`src/rtl/ns_pkg.sv`:
```
package ns_pkg;

    typedef logic [31:0] ns_word_t;

    // Register selector within one privilege bank
    typedef enum logic [1:0] {
        K_ACT  = 2'd0,
        K_LAST = 2'd1,
        K_TRAP = 2'd2,
        K_NONE = 2'd3
    } ns_kind_e;

    // Register movement requested by the sequencer
    typedef enum logic [2:0] {
        OP_HOLD  = 3'd0,
        OP_SAVE  = 3'd1,
        OP_LOADT = 3'd2,
        OP_LOADL = 3'd3,
        OP_RSTL  = 3'd4
    } ns_op_e;

    typedef enum logic [2:0] {
        S_IDLE     = 3'd0,
        S_ENT_SAVE = 3'd1,
        S_ENT_LOAD = 3'd2,
        S_RET_LOAD = 3'd3,
        S_RET_RST  = 3'd4,
        S_DONE     = 3'd5
    } swap_state_e;

    // Field layout of a namespace word
    localparam int MODE_BIT = 0;
    localparam int PAGE_LO  = 1;
    localparam int PAGE_W   = 5;
    localparam int END_BIT  = 6;
    localparam int FEAT_LO  = 7;
    localparam int FEAT_W   = 8;
    localparam int RSV_LO   = 15;
    localparam int RSV_W    = 9;
    localparam int CUST_LO  = 24;
    localparam int CUST_W   = 8;
    localparam int FIDX_LO  = 1;
    localparam int FIDX_W   = 7;
    localparam int FA_HI_LO = FIDX_LO + FIDX_W;

endpackage

```
`src/rtl/ns_legal.sv`:
```
module ns_legal
    import ns_pkg::*;
#(
    parameter logic [(1<<PAGE_W)-1:0] PAGE_OK    = 32'h0000_0303,
    parameter logic [FEAT_W-1:0]      FEAT_OK    = 8'h0F,
    parameter logic [CUST_W-1:0]      CUSTOM_OK  = 8'h81,
    parameter bit                     BIGEND_OK  = 1'b1,
    parameter logic [(1<<FIDX_W)-1:0] FOREIGN_OK = 128'h0000_0000_0000_0001_0000_0000_0001_0000
) (
    input  ns_word_t value,
    output logic     legal
);

    logic [PAGE_W-1:0] page;
    logic [FIDX_W-1:0] fidx;
    logic              native_ok;
    logic              foreign_ok;

    always_comb begin
        page = value[PAGE_LO +: PAGE_W];
        fidx = value[FIDX_LO +: FIDX_W];

        native_ok = PAGE_OK[page]
                 && (BIGEND_OK || !value[END_BIT])
                 && ((value[FEAT_LO +: FEAT_W] & ~FEAT_OK) == '0)
                 && (value[RSV_LO +: RSV_W] == '0)
                 && ((value[CUST_LO +: CUST_W] & ~CUSTOM_OK) == '0);

        foreign_ok = FOREIGN_OK[fidx] && (value[31:FA_HI_LO] == '0);

        legal = value[MODE_BIT] ? foreign_ok : native_ok;
    end

endmodule

```
`src/rtl/ns_bank.sv`:
```
module ns_bank
    import ns_pkg::*;
#(
    parameter int PRIV_W     = 2,
    parameter int CAUSE_W    = 2,
    parameter bit TRAP_TABLE = 1'b1
) (
    input  logic                clk,
    input  logic                rst_n,
    input  logic                wr_en,
    input  logic [PRIV_W-1:0]   wr_priv,
    input  ns_kind_e            wr_kind,
    input  logic [CAUSE_W-1:0]  wr_idx,
    input  ns_word_t            wr_data,
    input  ns_op_e              op,
    input  logic [PRIV_W-1:0]   op_priv,
    input  logic [CAUSE_W-1:0]  op_cause,
    input  logic [PRIV_W-1:0]   rd_priv,
    input  ns_kind_e            rd_kind,
    input  logic [CAUSE_W-1:0]  rd_idx,
    output ns_word_t            rd_data,
    input  logic [PRIV_W-1:0]   dec_priv,
    output ns_word_t            dec_ns
);

    localparam int NPRIV = 1 << PRIV_W;
    localparam int IDX_W = TRAP_TABLE ? CAUSE_W : 1;
    localparam int NTRAP = 1 << IDX_W;

    ns_word_t act_q  [NPRIV];
    ns_word_t last_q [NPRIV];
    ns_word_t trap_q [NPRIV][NTRAP];

    logic [IDX_W-1:0] wsel;
    logic [IDX_W-1:0] osel;
    logic [IDX_W-1:0] rsel;

    // Handler value: per-cause table or one register per level
    if (TRAP_TABLE) begin : g_table
        assign wsel = wr_idx;
        assign osel = op_cause;
        assign rsel = rd_idx;
    end else begin : g_single
        assign wsel = '0;
        assign osel = '0;
        assign rsel = '0;
    end

    always_ff @(posedge clk or negedge rst_n) begin
        if (!rst_n) begin
            for (int p = 0; p < NPRIV; p++) begin
                act_q[p]  <= '0;
                last_q[p] <= '0;
                for (int e = 0; e < NTRAP; e++) begin
                    trap_q[p][e] <= '0;
                end
            end
        end else begin
            if (wr_en) begin
                case (wr_kind)
                    K_ACT:   act_q[wr_priv]        <= wr_data;
                    K_LAST:  last_q[wr_priv]       <= wr_data;
                    K_TRAP:  trap_q[wr_priv][wsel] <= wr_data;
                    default: ;
                endcase
            end
            case (op)
                OP_SAVE:  last_q[op_priv] <= act_q[op_priv];
                OP_LOADT: act_q[op_priv]  <= trap_q[op_priv][osel];
                OP_LOADL: act_q[op_priv]  <= last_q[op_priv];
                OP_RSTL:  last_q[op_priv] <= trap_q[op_priv][osel];
                default:  ;
            endcase
        end
    end

    always_comb begin
        case (rd_kind)
            K_ACT:   rd_data = act_q[rd_priv];
            K_LAST:  rd_data = last_q[rd_priv];
            K_TRAP:  rd_data = trap_q[rd_priv][rsel];
            default: rd_data = '0;
        endcase
    end

    assign dec_ns = act_q[dec_priv];

endmodule

```
`src/rtl/ns_swap_fsm.sv`:
```
module ns_swap_fsm
    import ns_pkg::*;
#(
    parameter int PRIV_W  = 2,
    parameter int CAUSE_W = 2
) (
    input  logic               clk,
    input  logic               rst_n,
    input  logic               trap_enter,
    input  logic               trap_return,
    input  logic [PRIV_W-1:0]  trap_priv,
    input  logic [CAUSE_W-1:0] trap_cause,
    input  logic               pc_redirect_req,
    output ns_op_e             op,
    output logic [PRIV_W-1:0]  op_priv,
    output logic [CAUSE_W-1:0] op_cause,
    output logic               busy,
    output logic               swap_done,
    output logic               pc_redirect_en
);

    swap_state_e        state_q;
    swap_state_e        state_d;
    logic [PRIV_W-1:0]  priv_q;
    logic [CAUSE_W-1:0] cause_q;

    always_ff @(posedge clk or negedge rst_n) begin
        if (!rst_n) begin
            state_q <= S_IDLE;
            priv_q  <= '0;
            cause_q <= '0;
        end else begin
            state_q <= state_d;
            if (state_q == S_IDLE && (trap_enter || trap_return)) begin
                priv_q  <= trap_priv;
                cause_q <= trap_cause;
            end
        end
    end

    always_comb begin
        state_d = state_q;
        unique case (state_q)
            S_IDLE: begin
                if (trap_enter)       state_d = S_ENT_SAVE;
                else if (trap_return) state_d = S_RET_LOAD;
            end
            S_ENT_SAVE: state_d = S_ENT_LOAD;
            S_ENT_LOAD: state_d = S_DONE;
            S_RET_LOAD: state_d = S_RET_RST;
            S_RET_RST:  state_d = S_DONE;
            S_DONE:     state_d = S_IDLE;
            default:    state_d = S_IDLE;
        endcase
    end

    always_comb begin
        op        = OP_HOLD;
        busy      = 1'b1;
        swap_done = 1'b0;
        unique case (state_q)
            S_IDLE:     busy      = 1'b0;
            S_ENT_SAVE: op        = OP_SAVE;
            S_ENT_LOAD: op        = OP_LOADT;
            S_RET_LOAD: op        = OP_LOADL;
            S_RET_RST:  op        = OP_RSTL;
            S_DONE:     swap_done = 1'b1;
            default:    busy      = 1'b0;
        endcase
        pc_redirect_en = swap_done && pc_redirect_req;
    end

    assign op_priv  = priv_q;
    assign op_cause = cause_q;

endmodule

```
`src/rtl/ns_csr_unit.sv`:
```
module ns_csr_unit
    import ns_pkg::*;
#(
    parameter int                     PRIV_W     = 2,
    parameter int                     CAUSE_W    = 2,
    parameter bit                     TRAP_TABLE = 1'b1,
    parameter logic [(1<<PAGE_W)-1:0] PAGE_OK    = 32'h0000_0303,
    parameter logic [FEAT_W-1:0]      FEAT_OK    = 8'h0F,
    parameter logic [CUST_W-1:0]      CUSTOM_OK  = 8'h81,
    parameter bit                     BIGEND_OK  = 1'b1,
    parameter logic [(1<<FIDX_W)-1:0] FOREIGN_OK = 128'h0000_0000_0000_0001_0000_0000_0001_0000
) (
    input  logic                clk,
    input  logic                rst_n,
    input  logic [PRIV_W-1:0]   cur_priv,
    output logic [31:0]         decode_ns,
    input  logic                csr_wr_en,
    input  logic [PRIV_W-1:0]   csr_priv,
    input  logic [CAUSE_W+1:0]  csr_addr,
    input  logic [31:0]         csr_wdata,
    output logic [31:0]         csr_rdata,
    output logic                csr_illegal,
    input  logic                trap_enter,
    input  logic                trap_return,
    input  logic [PRIV_W-1:0]   trap_priv,
    input  logic [CAUSE_W-1:0]  trap_cause,
    input  logic                pc_redirect_req,
    output logic                swap_busy,
    output logic                swap_done,
    output logic                pc_redirect_en
);

    ns_kind_e           kind;
    logic [CAUSE_W-1:0] tbl_idx;
    logic               value_ok;
    logic               wr_live;
    logic               wr_commit;
    ns_op_e             op;
    logic [PRIV_W-1:0]  op_priv;
    logic [CAUSE_W-1:0] op_cause;

    assign kind    = ns_kind_e'(csr_addr[1:0]);
    assign tbl_idx = csr_addr[CAUSE_W+1:2];

    ns_legal #(
        .PAGE_OK    (PAGE_OK),
        .FEAT_OK    (FEAT_OK),
        .CUSTOM_OK  (CUSTOM_OK),
        .BIGEND_OK  (BIGEND_OK),
        .FOREIGN_OK (FOREIGN_OK)
    ) u_legal (
        .value (csr_wdata),
        .legal (value_ok)
    );

    // Writes are only taken while the sequencer is idle
    assign wr_live     = csr_wr_en && !swap_busy;
    assign wr_commit   = wr_live && value_ok && (kind != K_NONE);
    assign csr_illegal = wr_live && !(value_ok && (kind != K_NONE));

    ns_swap_fsm #(
        .PRIV_W  (PRIV_W),
        .CAUSE_W (CAUSE_W)
    ) u_fsm (
        .clk             (clk),
        .rst_n           (rst_n),
        .trap_enter      (trap_enter),
        .trap_return     (trap_return),
        .trap_priv       (trap_priv),
        .trap_cause      (trap_cause),
        .pc_redirect_req (pc_redirect_req),
        .op              (op),
        .op_priv         (op_priv),
        .op_cause        (op_cause),
        .busy            (swap_busy),
        .swap_done       (swap_done),
        .pc_redirect_en  (pc_redirect_en)
    );

    ns_bank #(
        .PRIV_W     (PRIV_W),
        .CAUSE_W    (CAUSE_W),
        .TRAP_TABLE (TRAP_TABLE)
    ) u_bank (
        .clk      (clk),
        .rst_n    (rst_n),
        .wr_en    (wr_commit),
        .wr_priv  (csr_priv),
        .wr_kind  (kind),
        .wr_idx   (tbl_idx),
        .wr_data  (csr_wdata),
        .op       (op),
        .op_priv  (op_priv),
        .op_cause (op_cause),
        .rd_priv  (csr_priv),
        .rd_kind  (kind),
        .rd_idx   (tbl_idx),
        .rd_data  (csr_rdata),
        .dec_priv (cur_priv),
        .dec_ns   (decode_ns)
    );

endmodule

```
`config.mk`:
```
export PLATFORM = sky130hd
export DESIGN_NAME = ns_csr_unit
export DESIGN_NICKNAME = d
export VERILOG_FILES = /design/src/rtl/ns_pkg.sv /design/src/rtl/ns_legal.sv /design/src/rtl/ns_bank.sv /design/src/rtl/ns_swap_fsm.sv /design/src/rtl/ns_csr_unit.sv
export SDC_FILE = /design/constraint.sdc
export NUM_CORES = 2
export LEC_CHECK = 0
export CORE_MARGIN = 1.5
export CORE_UTILIZATION = 25
export DETAILED_ROUTE_END_ITERATION = 8
export GPL_TIMING_DRIVEN = 0
export PLACE_DENSITY = 0.45
export SLEW_MARGIN = 10
export SYNTH_ARGS = -nofsm -noshare
export SYNTH_HDL_FRONTEND = slang
export SYNTH_SLANG_ARGS = --single-unit
```
`constraint.sdc`:
```
create_clock -name clk -period 4.2 [get_ports clk]
set_input_delay 0.63 -clock clk [delete_from_list [all_inputs] [get_ports clk]]
set_output_delay 0.63 -clock clk [all_outputs]
set_load 0.01 [all_outputs]
```
# Word level (Yosys, flattened, before mapping)
# Memories as Yosys holds them, arrays and structs flattened.
# Index checks and enable logic that the tools add are counted.
# totals
reg_bits	775
rom_bits	160
inputBits	50
output_inout_bits	68
wordCells	141
mem_count	2
# mem_list
name	words	width	rd	rd_ports_with_merged_regs	write_ports	line_no	rtl
(no name shown)	128	1	1	0	0	ns_legal.sv:29	foreign_ok = FOREIGN_OK[fidx] && (value[31:FA_HI_LO] == '0);
(no name shown)	32	1	1	0	0	ns_legal.sv:23	native_ok = PAGE_OK[page]
# classes
n_lt_le_gt_ge	10
n_eq_ne	13
mux	58
bitwise_logic	5
n_reduce_logical	26
# op_table
operator	n
$mux W128	9
$bwmux W128	6
$mux W32	17
$bmux W128 S2	2
$bwmux W512	1
$pmux W128 S2	2
$bmux W32 S2	7
$demux W128 S2	1
$demux W32 S2	3
$pmux W32 S3	1
$logic_not A24 Y1	1
$pmux W3 S4	2
$logic_not A8 Y1	2
$ge A3 B3 Y1 const B	5
$not A2 Y3	5
$logic_and A1 B1 Y1	14
$eq A3 B2 Y1 const B	4
$eq A3 B3 Y1 const B	3
$logic_not A9 Y1	1
$lt A3 B1 Y1 const B	3
$lt A7 B8 Y1 const B	1
$eq A3 B1 Y1 const B	2
$lt A5 B6 Y1 const B	1
$mux W3	2
other kinds (12)	17

# Longest topological paths before layout
# logic_depth
ltp_word	11
depth_mapped	10
depth_no_buf	5

# Hierarchy
# Synthesis repeated with hierarchy kept, for this count alone.
# hier_totals
hier_cells	3386
hier_area_um2	45193.3
# modules_own_cells
module	instances	cells_each	area_per_inst_um2	seq_area_each_um2
ns_bank	1	3338	44699.1	19218.4
ns_swap_fsm	1	29	367.9	175.2
ns_legal	1	15	101.3	0.0
ns_csr_unit	1	4	25.0	0.0

# Least setup slack after synthesis
# No wires, ideal clock.
# synth_timing
path_kind	input to output
start	input port csr_priv[0]
end	output port csr_rdata[14]
t_arrival_ns	2.937
required_time_ns	3.570
path_slack_ns	0.633
cell_stages	8
path_buffers	5
path_cell_list	clkbuf_1 > buf_2 > buf_2 > buf_2 > buf_1 > mux4_2 > mux2i_1 > o22ai_1
# synth_via
elab_chain_cells	8
elab_cells_between_ends	14
classes_between	mux (13); bitwise (1)
# synth_lines
item	line_no	rtl
start, declared	ns_csr_unit.sv:18	input logic [PRIV_W-1:0] csr_priv,
$not A2 Y3 (not written as such) (*)	ns_bank.sv:79, ns_bank.sv:80, ns_bank.sv:81	
$bmux W128 S2	ns_bank.sv:81	K_TRAP: rd_data = trap_q[rd_priv][rsel];
$mux W128 (not written as such) (2 in a row)	ns_bank.sv:81	
$bmux W32 S2	ns_bank.sv:81	
$mux W32 (not written as such) (2 in a row)	ns_bank.sv:81	
$pmux W32 S3 (*)	ns_bank.sv:78	case (rd_kind)
end, declared	ns_csr_unit.sv:21	output logic [31:0] csr_rdata,
# Mark *: on every way between the ends. The rest lies on a longest branch, timed or not. The select of a mux whose other input is x is not followed.

# Worst setup path in the final report
# layout_timing
start	input port csr_priv[1]
end	output port csr_rdata[30]
# Same word-level chain as after synthesis.

==> impl_metrics.yaml <==
setup_path:
  crit_cells: 9
  crit_arrival_ps: 3510
  critPathCapture: "csr_rdata[30]"
  critPathMaxStageDelay_ps: 560
  worstPathRequired_ps: 3570
  crit_path_end_kind: "primary output"
  slowest_stage: "clkdlybuf4s50_1"
  r2r_setup_slack_ps: 70
  reg2reg_to: "u_bank.last_q[40]"
  reg2regPathDepth: 7
  worstPathCellList: "clkdlybuf4s50_1, clkbuf_4, clkbuf_8, buf_8, clkbuf_8, mux4_2, mux2i_4, o22ai_4, clkdlybuf4s50_1"
  start_kind: "input port"
  critical_path.startpoint: "csr_priv[1]"
  cp_top_family: "buffers and inverters"
  r2r-start: "u_fsm.op_priv[0]"
  cp_num_buf_inv: 6
  cp_max_fo: 10
  criticalPathCategory: "input port to primary output"
synth:
  synth_edf_count: 0
  yosysSeqAreaShare: 0.465
  yosysWarnings: 0
  syn-num-nets: 3213
  synthCells: 3163
  avgSynthCellArea_um2: 13.2
  syn-cell-area_mm2: 0.0417
  synth_cell_type_count: 49
  synth_flop_cell: "dfrtp_1"
  ys_ff_latch: 775
  async_flop_share: 1.00
sta:
  slew_viol_final: 0
  setup_tns_ps: 0
  grt_setup_unrepaired: "no"
  setup_viol: 0
  fin_crit_sh: 0.986
  worst-slew-pin-transition_ps: 1330
  relSlewSlack: 0.112
  hold_viol: 0
  fin_skew_ps: 43.0
  fmax_mhz: 241
  post-route-min-period_ps: 4140
place:
  dpl-instance-area_mm2: 0.0457
  dp_hpwl_mm: 126
  place.gp.congestion: 0.915
  port_buffers: 107
pwr:
  ir_worst_vdd_v: 0.000360
  swShare: 0.382
  p_leak_nw: 20.8
  total_power_w: 0.0260
  comb_power_share: 0.340
  p_clk_frac: 0.310
  p_sw_w: 0.00991
  pwr_density_cell_mw_per_mm2: 526
  seqPwrFrac: 0.350
  internal_power_w: 0.0161
drt:
  dr.first_iter.drc_count: 3000
  drc: 16
  antenna_left: 0
  wirelength_mm: 174
  routedWlPerCell_um: 30.9
  dr.pass1.iters: 7
  vias: 30500
  viasPerCell: 5.42
floorplanning:
  core_area_mm2: 0.165
  die_w_um: 411
  die_h_um: 411
  die_area_mm2: 0.169
  rows: 149
  start_util: 0.252
  ios: 118
final_layout:
  final_nets: 3420
  fillerInstances: 16800
  final_cell_mix: "dfrtp_1, and2_1, mux4_2, mux2_2, mux2i_1"
  drive_above_1_share: 0.247
  mostFrequentLayoutCell: "dfrtp_1"
  syn2layout_area_growth_pct: 18.4
  fin_area_mm2: 0.0493
worst_hold_path:
  hold_depth: 1
  hold_path.class: "flip-flop to flip-flop"
global_routing:
  overflow: 0
  antenna_found_initial: 2
  grt_max_degree: 103
  grt_usage: 0.203
  grt_pass1_wl_mm: 244
  grt_pass1_vias: 30500
clock_network:
  clk_path_buf_depth: 3
  cts.htree.levels: 3
  clockRootBuffer: "clkbuf_16"
  clk_pin_slew_worst_paths_ps: 60
  clock_latency_ps: 720
  cts_tree: "yes"
  numCtsBuffers: 89
  clkSinkCount: 775
status:
  outcome: "complete, but fails checks"
  violations: "DRC"
flow_run:
  cap_violations: 0
==> per-stage QoR <==
step                      setup WS (ps)  hold WS, ps  std cells   util
final                              58.7          499       5622  0.299
after global routing               7.18          515       5620  0.299
after CTS                         -1.60          504       5620  0.299
after detailed placement          -2360          488       5469  0.277
after global placement           -35700          482       5459  0.275
after floorplan                     633          334       3163      -
==> timing repair <==
action	in CTS	in global routing
endpoints found under the setup margin	126	16
setup buffers	0	0
gates cloned	0	0
hold endpoints to repair	55	0
pin swaps	0	0
hold buffers	1	0
gates resized for setup	207	15
==> power by group through the flow <==
stage	clock [W]	sequential, W	combinational (W)
after floorplan	0	0.00885	0.00494
after global placement	0	0.00920	0.00850
after detailed placement	0	0.00916	0.00855
after CTS	0.00821	0.00904	0.00873
after global routing	0.00848	0.00917	0.00923
final	0.00805	0.00908	0.00884
==> worst register-to-register path: cells and delay by family (launching register included) <==
| family | cells | cell delay (ps) |
|---|---|---|
| and+or+nand+nor | 2 | 1490 |
| DFF | 1 | 360 |
| AOI/OAI and AO/OA | 1 | 250 |
| buffers and inverters | 4 | 1830 |
==> synthesized netlist by cell type, drive strengths merged (15+ instances only) <==
library cell / instances / share of area
clkbuf: 232 / 0.021
inv: 68 / 0.0061
o211ai: 49 / 0.0088
and3: 30 / 0.0045
dfrtp: 775 / 0.47
o221ai: 25 / 0.0053
o22ai: 84 / 0.013
nand2: 111 / 0.010
and2: 344 / 0.052
mux2i: 238 / 0.057
a22o: 139 / 0.029
or3: 18 / 0.0027
o2111ai: 15 / 0.0032
mux4: 340 / 0.18
a22oi: 65 / 0.012
nand3: 66 / 0.0091
mux2: 222 / 0.060
o21ai: 20 / 0.0024
nor2: 49 / 0.0044
a221o: 109 / 0.026
buf: 71 / 0.0072
==> cell type report <==
type / count / area [um^2] / area share
clock buffers: 129 / 2600 / 0.0527
well taps: 2189 / 2740 / 0.0555
clock inverters: 23 / 330 / 0.00669
inverters: 68 / 255 / 0.00517
flip-flops and latches: 775 / 19400 / 0.393
repair buffers: 118 / 1300 / 0.0263
multi-input cells: 2017 / 21200 / 0.429
diodes: 2 / 5.00 / 0.000101
plain buffers: 301 / 1580 / 0.0319
==> logic make-up (layout without fill, tap and decap cells) <==
| kind of cell | after synthesis | after routing | synth area share |
|---|---|---|---|
| multiplexers | 800 | 800 | 0.301 |
| other | 0 | 2 | 0 |
| buffers and inverters | 371 | 639 | 0.0342 |
| AND/OR/NAND/NOR | 663 | 663 | 0.0894 |
| flip-flops | 775 | 775 | 0.465 |
| AO/OA/AOI/OAI | 554 | 554 | 0.110 |
==> sequential cells by signal, summed over array words and instances (netlist names) <==
signal,flops
u_bank.trap_q,512
u_bank.last_q,128
u_bank.act_q,128
u_fsm.op_priv,2
u_fsm.state_q,3
u_fsm.op_cause,2
==> worst min path at each step <==
stage / startpoint / slack (ps) / end
6_report: u_bank.trap_q[181] / 500 / u_bank.trap_q[181]
4_1_cts: u_bank.trap_q[238] / 500 / u_bank.trap_q[238]
3_3_place_gp: u_bank.trap_q[35] / 480 / u_bank.trap_q[35]
3_5_place_dp: u_bank.trap_q[181] / 490 / u_bank.trap_q[181]
5_1_grt: u_bank.trap_q[220] / 520 / u_bank.trap_q[220]
2_1_floorplan: rst_n / 330 / u_bank.act_q[0]
==> metal layers <==
layer | part of all wire | GRT usage
met1 | 0.44 | 0.280
met2 | 0.45 | 0.314
met3 | 0.069 | 0.0401
met4 | 0.039 | 0.0765
met5 | 0.00016 | 0
No activity file was read; power rests on OpenSTA's default activity.
